==> config.mk <==
export PLATFORM = sky130hd
export DESIGN_NAME = pio_strobe_timer
export DESIGN_NICKNAME = d
export VERILOG_FILES = /design/src/rtl/pio_strobe_timer.sv
export SDC_FILE = /design/constraint.sdc
export NUM_CORES = 1
export LEC_CHECK = 0
export ABC_AREA = 1
export BUFFER_PORTS_ARGS = -buffer_cell sky130_fd_sc_hd__clkbuf_2
export CELL_PAD_IN_SITES_DETAIL_PLACEMENT = 0
export CELL_PAD_IN_SITES_GLOBAL_PLACEMENT = 2
export CORE_ASPECT_RATIO = 0.6
export CORE_MARGIN = 3
export CORE_UTILIZATION = 40
export CTS_BUF_LIST = sky130_fd_sc_hd__clkbuf_8
export CTS_CLUSTER_DIAMETER = 100
export DETAILED_ROUTE_END_ITERATION = 16
export GPL_ROUTABILITY_DRIVEN = 1
export PLACE_DENSITY_LB_ADDON = 0.3
export SLEW_MARGIN = 10
export SYNTH_ARGS = -nofsm -noshare
export SYNTH_HDL_FRONTEND = slang
export SYNTH_SLANG_ARGS = --single-unit
==> constraint.sdc <==
create_clock -name clk -period 3.2 [get_ports clk]
set_clock_uncertainty 0.2 [all_clocks]
set_input_delay 0.16 -clock clk [delete_from_list [all_inputs] [get_ports clk]]
set_output_delay 0.16 -clock clk [all_outputs]
set_load 0.03 [all_outputs]
==> src/rtl/pio_strobe_timer.sv <==
module pio_strobe_timer (
  input  logic       clk,
  input  logic       rst_n,
  input  logic       cfg_we,
  input  logic [2:0] cfg_addr,
  input  logic [7:0] cfg_wdata,
  input  logic       req_start,
  input  logic       req_drv,
  input  logic       req_write,
  output logic       ior,
  output logic       iow,
  output logic       busy,
  output logic       done,
  output logic       prefetch_en
);

  localparam int TW = 8;
  localparam int CW = 5;

  typedef enum logic [2:0] {IDLE, SETUP, ACT, REC, FIN} phase_t;

  logic [TW-1:0] tmg [4];
  logic [1:0]    bank_map;
  logic [1:0]    setup_f;
  logic          pf_q;

  phase_t        phase;
  logic [CW-1:0] cnt;
  logic [TW-1:0] lat;
  logic          lat_wr;
  logic [TW-1:0] sel;

  assign sel = tmg[{bank_map[req_drv], req_write}];

  always_ff @(posedge clk or negedge rst_n) begin
    if (!rst_n) begin
      for (int i = 0; i < 4; i++) tmg[i] <= 8'hFF;
      bank_map <= 2'b10;
      setup_f  <= 2'd3;
      pf_q     <= 1'b0;
    end else if (cfg_we) begin
      case (cfg_addr)
        3'd0, 3'd1, 3'd2, 3'd3: tmg[cfg_addr[1:0]] <= cfg_wdata;
        3'd4: bank_map <= cfg_wdata[1:0];
        3'd5: begin
          setup_f <= cfg_wdata[5:4];
          pf_q    <= cfg_wdata[6];
        end
        default: ;
      endcase
    end
  end

  always_ff @(posedge clk or negedge rst_n) begin
    if (!rst_n) begin
      phase  <= IDLE;
      cnt    <= '0;
      lat    <= '0;
      lat_wr <= 1'b0;
    end else begin
      case (phase)
        IDLE: if (req_start) begin
          phase  <= SETUP;
          cnt    <= {3'b000, setup_f};
          lat    <= sel;
          lat_wr <= req_write;
        end
        SETUP: if (cnt == '0) begin
          phase <= ACT;
          cnt   <= {1'b0, lat[7:4]};
        end else cnt <= cnt - 1'b1;
        ACT: if (cnt == '0) begin
          phase <= REC;
          cnt   <= {1'b0, lat[3:0]} + 5'd1;
        end else cnt <= cnt - 1'b1;
        REC: if (cnt == '0) phase <= FIN;
             else cnt <= cnt - 1'b1;
        FIN: phase <= IDLE;
        default: phase <= IDLE;
      endcase
    end
  end

  assign busy        = (phase != IDLE);
  assign done        = (phase == FIN);
  assign ior         = (phase == ACT) && !lat_wr;
  assign iow         = (phase == ACT) && lat_wr;
  assign prefetch_en = pf_q;

  assert_strobe_excl_R5: assert property (@(posedge clk) disable iff (!rst_n)
    !(ior && iow));

  assert_strobe_in_busy_R4: assert property (@(posedge clk) disable iff (!rst_n)
    (ior || iow) |-> busy);

  assert_done_single_R4: assert property (@(posedge clk) disable iff (!rst_n)
    done |=> !done);

  assert_done_ends_R4: assert property (@(posedge clk) disable iff (!rst_n)
    done |=> !busy);

  assert_start_opens_R4: assert property (@(posedge clk) disable iff (!rst_n)
    (!busy && req_start) |=> (busy && !ior && !iow));

  assert_busy_hold_R9: assert property (@(posedge clk) disable iff (!rst_n)
    (busy && !done) |=> busy);

  assert_rec_min_R2: assert property (@(posedge clk) disable iff (!rst_n)
    $fell(ior || iow) |-> (busy && !done));

  assert_prefetch_R8: assert property (@(posedge clk) disable iff (!rst_n)
    (cfg_we && cfg_addr == 3'd5) |=> (prefetch_en == $past(cfg_wdata[6])));

endmodule

# --- Word-level counts from Yosys, hierarchy flattened ---
# Index checks and enable logic that the tools add are counted.
# Widths: inputs -> output; s select.
word_totals:
  ramBits: 0
  register_bits: 54
  latchBits: 0
  n_memories: 0
  mem_bits_ro: 0
  word_cells: 67
op_classes:
  addsub: 2
  muxes: 18
  n_reduce_logical: 16
  shift: 0
  eq_ne: 14
  mul: 0
  order_cmp: 4
  bitwise: 2
  div: 0
ops:
  columns: ["op", "count"]
  rows:
  - ["$bwmux 32", 1]
  - ["$mux 8", 3]
  - ["$mux 5", 4]
  - ["$pmux 5 s4", 1]
  - ["$bmux 8 s2", 1]
  - ["$demux 8 s2", 1]
  - ["$eq 3x2->1 const B", 4]
  - ["$mux 3", 4]
  - ["$pmux 3 s4", 1]
  - ["$ne 2x2->1 const B", 5]
  - ["$eq 3x3->1 const B", 3]
  - ["$reduce_and 2->1", 4]
  - ["$eq 3x1->1 const B", 2]
  - ["$ge 3x3->1 const B", 2]
  - ["$logic_not 3->1", 2]
  - ["$not 2->3", 2]
  - ["$add 4x1->5 const B", 1]
  - ["$logic_not 5->1", 1]
  - ["$sub 5x1->5 const B", 1]
  - ["$reduce_and 4->1", 1]
  - ["$reduce_bool 4->1", 1]
  - ["$reduce_or 4->1", 1]
  - ["$logic_and 1x1->1", 3]
  - ["$lt 3x1->1 const B", 1]
  - ["other kinds (5)", 6]

# --- Logic depth before layout (Yosys ltp) ---
depth:
  word_depth: 6
  ltp_mapped: 9
  ltp_nobuf: 9

# --- Worst setup path before layout ---
# No wires, ideal clock.
synth_path:
  path_type: "register -> register"
  startpoint: "register cnt[0]"
  endpoint: "register cnt[0]"
  setup_ps: 116
  period_less_slack_ps: 1566
  slack_ps: 1634
  t_required_ps: 2884
  path_stages_with_launch: 10
  arrival_time_ps: 1250
  path_cell_list: "dfrtp_1 > inv_1 > ha_1 > nand3_2 > clkinv_2 > nand2_2 > nand2_2 > nand2_1 > nand2_1 > nand2_1"
synth_between:
  elab_chain_len: 3
  word_cells_on_any_way: 8
synth_lines:
  columns: ["item", "line", "text"]
  rows:
  - ["from (decl)", "28", "logic [CW-1:0] cnt;"]
  - ["from (signal assigned)", "64", "cnt <= {3'b000, setup_f};"]
  - ["from (signal assigned)", "70", "cnt <= {1'b0, lat[7:4]};"]
  - ["from (signal assigned)", "71", "end else cnt <= cnt - 1'b1;"]
  - ["$sub 5x1->5 / $logic_not 5->1 (equally long branches)", null, null]
  - ["$mux 5, or another cell as far along", "76", "REC: if (cnt == '0) phase <= FIN;"]
  - ["$pmux 5 s4 / $reduce_and 3->1 (equally long branches)", null, null]
# Several ways; a longest one is shown, not always the timed one. The select of a mux whose other input is x is not followed.
# A chain may end at the register's enable or synchronous reset.

# --- Final worst setup path ---
layout_path:
  startpoint: "register phase[0]"
  endpoint: "output iow"
layout_between:
  elab_chain_len: 2
layout_lines:
  columns: ["item", "line", "text"]
  rows:
  - ["from (decl)", "27", "phase_t phase;"]
  - ["from (signal assigned)", "56", "phase <= IDLE;"]
  - ["from (signal assigned)", "63", "phase <= SETUP;"]
  - ["from (signal assigned)", "69", "phase <= ACT;"]
  - ["$eq 3x2->1", "87", "assign iow = (phase == ACT) && lat_wr;"]
  - ["$logic_and 1x1->1", "87", null]
  - ["to (decl)", "11", "output logic iow,"]
# No other way between the ends.

==> flow_results.org <==
** Job
- Across the run, the number of max-cap violations was 0.

** Pwr
- Power per cell area :: 765 nW/um^2
- The analysis attributes to cell leakage a power of 1.49 nW.
- Largest vdd supply drop :: 0.358 mV

** Die
- Pin placement for this block handled 22 I/O pins.
- Die Span X :: 113 um
- FP Rows :: 22
- The die covers 7910 um^2.
- Std-Cell Core Area :: 6360 um^2
- Initial Util :: 0.431
- The die is 70.1 um tall.

** Detailed routing
- Routed metal-1 wire length :: 3.69 mm
- Count of vias placed by the detailed router :: 2218
- Per-cell routed wire length :: 13.7 um
- Wire segments on met3 add up to 275 um in the final route.
- Wires add up to 6.27 mm.
- Post-detailed-route via-to-cell ratio :: 4.85
- Detailed Routing Iterations Pass 1 :: 4
- The highest metal layer carrying signal wires in the routed design is met4.
- After detailed routing, the met2 layer carries 2.26 mm of wire.
- Number of antenna-violating nets in the routed design :: 0
- Detailed-route DRC error count :: 0
- Detailed Route Iter0 Violations :: 137

** Logic synthesis
- The share of the Yosys chip area taken by registers is 0.510.
- Proportion of register bits with asynchronous set or reset after synthesis :: 1.00
- For this run, the leading register cell type out of synthesis is sky130_fd_sc_hd__dfstp_2.
- Ranking of synthesized cells by area :: sky130_fd_sc_hd__dfstp_2, sky130_fd_sc_hd__dfrtp_1, sky130_fd_sc_hd__nand2_1
- Yosys mapped the design onto 27 distinct sky130hd cell types.
- Post-synthesis average cell area :: 8.03 um^2
- Number of flops mapped to enable cells by yosys :: 0
- Biggest area consumer among synthesized cells :: sky130_fd_sc_hd__dfstp_2
- Post-Syn Instances :: 341
- Count of synthesis-stage warnings from yosys :: 0
- Area fraction of the dominant cell type after synthesis :: 0.336
- Post-synth net total :: 360
- In this run the cell area of the synthesized design comes to 2740 um^2.
- In this run, synthesis produced a sequential element count of 54.

** Finish
- With fillers left out, the area of the finished cells amounts to 3100 um^2.
- Most used cells in the layout excluding fill and tap cells :: sky130_fd_sc_hd__nand2_1, sky130_fd_sc_hd__o21ai_0, sky130_fd_sc_hd__inv_1, sky130_fd_sc_hd__dfstp_2
- Post-layout instance count excluding filler cells :: 457
- Most common cell after layout, fill and taps aside :: sky130_fd_sc_hd__nand2_1
- Post-layout net count :: 391
- Ant. Diodes :: 0
- Relative to the synthesized area, the layout overhead comes to 13.3%.
- In the final layout, the share of cells above drive strength 1 is 0.239.
- Filler cell count in the final layout :: 664

** STA
- Share of the clock period used by the worst path :: 0.588
- Setup repair after global routing left no endpoint under its margin.
- Setup violations remaining at the end of the flow were counted as 0.
- The worst pin sits at a relative slew slack of 0.517.
- Max-slew violations :: 0
- Minimum period implied by the final worst setup slack :: 1.88 ns
- At the pin with the least slew margin, the transition time is 0.724 ns.
- Across all hold checks on the routed design, the worst slack comes to 0.0731 ns.
- Adding up every negative setup slack in the final design gives 0 ns.
- Timing would allow up to 0.531 GHz.
- Fin. Hold Viols :: 0

** Clock network
- Number of sinks on the clock net :: 54
- After clock tree synthesis, the setup repair step added 0 buffers.
- No sink is reached through more buffers than the 2 on the longest clock path.
- After clock tree synthesis, the repair step resized 0 gates.
- The H-tree generated during clock tree synthesis spans 2 levels.
- TritonCTS clock tree :: yes
- Number of buffers inserted during clock tree synthesis :: 5
- The tree is rooted in a sky130_fd_sc_hd__clkbuf_8.
- Clock latency on the worst-skew pair, taken at its later pin, is 0.32 ns.
- After clock tree synthesis, the clock-pin slew on the worst setup and hold paths is 0.10 ns.

** Global route
- Entering global routing, the biggest net connects 31 pins.
- Global routing usage summed across all routing layers :: 0.173
- The initial antenna violation count is 0.
- First-pass GRT wire length :: 10.7 mm
- The total overflow left after global routing is 0.
- Number of global-route vias before repair :: 2051

** Place
- The congestion estimate from routability-driven global placement came to 0.826.
- Input and output buffers added on the ports amount to 21.
- In this run, placement finished with an instance count of 440.
- Once placement finished, the instance area stood at 2920 um^2.
- Total half-perimeter wirelength after legalization and detailed placement :: 4.69 mm

** Worst setup path
- Of all nets on the critical path, the largest fanout is 7.
- Setup crit end kind :: primary output
- For the worst setup path, the data required time is 2.84 ns.
- Arr. time, crit path :: 1.52 ns
- The worst setup path is of the reg2out kind.
- The worst setup path is launched from a flip-flop.

** Outcome
- Outcome :: finished clean

** Hold path
- Min-delay worst type :: in2reg
[worst max-delay path, stage by stage (launching register included)]
cell and delay (ns):
sky130_fd_sc_hd__dfrtp_1 0.48, sky130_fd_sc_hd__inv_2 0.13, sky130_fd_sc_hd__nand3_2 0.19, sky130_fd_sc_hd__nor2_1 0.17
sky130_fd_sc_hd__clkbuf_2 0.24
[final timing paths]
kind / from / endpoint / slack [ns] / cells past startpoint
max: phase[0]$_DFFE_PN0P_ / iow / 1.32 / 4
max reg2reg: cnt[0]$_DFFE_PN0P_ / cnt[0]$_DFFE_PN0P_ / 1.43 / 9
min in group asynchronous: rst_n / prefetch_en$_DFFE_PN0P_ / 0.24 / 2
max in group asynchronous: rst_n / tmg[25]$_DFFE_PN1P_ / 1.78 / 3
min: cfg_addr[0] / bank_map[1]$_DFFE_PN1P_ / 0.07 / 4
min reg2reg: tmg[6]$_DFFE_PN1P_ / tmg[6]$_DFFE_PN1P_ / 0.29 / 2
[synth_stat cells (2+ instances only)]
cell type	number
sky130_fd_sc_hd__nand4_1	2
sky130_fd_sc_hd__nand3_1	11
sky130_fd_sc_hd__nand2_2	4
sky130_fd_sc_hd__a21oi_1	4
sky130_fd_sc_hd__o21ai_1	5
sky130_fd_sc_hd__o21ai_0	69
sky130_fd_sc_hd__nand3_2	2
sky130_fd_sc_hd__a21oi_2	2
sky130_fd_sc_hd__nor2_2	4
sky130_fd_sc_hd__clkbuf_1	2
sky130_fd_sc_hd__inv_2	3
sky130_fd_sc_hd__dfstp_2	35
sky130_fd_sc_hd__ha_1	2
sky130_fd_sc_hd__mux2_2	6
sky130_fd_sc_hd__dfrtp_1	19
sky130_fd_sc_hd__nor2_1	21
sky130_fd_sc_hd__o22ai_1	2
sky130_fd_sc_hd__buf_2	5
sky130_fd_sc_hd__inv_1	41
sky130_fd_sc_hd__nand2_1	95
[flip-flops by register name, indices dropped and copies added (netlist names)]
| register | flops |
|---|---|
| lat_wr | 1 |
| bank_map | 2 |
| setup_f | 2 |
| cnt | 5 |
| prefetch_en | 1 |
| tmg | 32 |
| phase | 3 |
| lat | 8 |
[metal layers]
| metal | vias up | GRT usage |
|---|---|---|
| met5 | - | 0 |
| met4 | 0 | 0.0400 |
| met3 | 4 | 0.0450 |
| met2 | 48 | 0.218 |
| met1 | 1021 | 0.284 |
| li1 | 1145 | - |
[repair_timing]
action	in CTS	in global routing
hold buffers	9	0
setup endpoints to repair	0	0
hold endpoints to repair	49	0
[logic make-up (layout without fill, tap and decap cells)]
family | count (synthesis) | count (layout) | synth area share
AND/OR/NAND/NOR | 141 | 141 | 0.215
AO/OA/AOI/OAI | 83 | 83 | 0.157
flip-flops | 54 | 54 | 0.510
buffers and inverters | 53 | 85 | 0.0782
multiplexers | 6 | 6 | 0.0247
adder cells (fa/ha/maj) | 2 | 2 | 0.00914
XOR/XNOR | 2 | 2 | 0.00640
[cell type report]
cell class | count | area, um^2 | area share
sequential | 54 | 1400 | 0.450
multi-input combinational | 234 | 1130 | 0.364
timing repair buffer | 32 | 210 | 0.0678
inverter | 45 | 170 | 0.0549
tap | 84 | 105 | 0.0339
clock buffer | 6 | 82.6 | 0.0266
clock inverter | 2 | 8.76 | 0.00282
[metrics by stage]
stage | power, mW | worst slack (ns) | utilization
after detailed placement | 1.98 | 1.45 | 0.459
after floorplan | 1.73 | 1.63 | -
final | 2.37 | 1.32 | 0.488
after global placement | 1.99 | 1.47 | 0.459
after global routing | 2.60 | 1.22 | 0.488
after CTS | 2.39 | 1.34 | 0.488
[report_power, final]
part / internal [mW] / leakage [nW] / switching, mW
logic: 0.317 / 0.832 / 0.614
registers: 0.918 / 0.609 / 0.132
clock network: 0.172 / 0.0524 / 0.220
(Power assumes the default switching activity.)
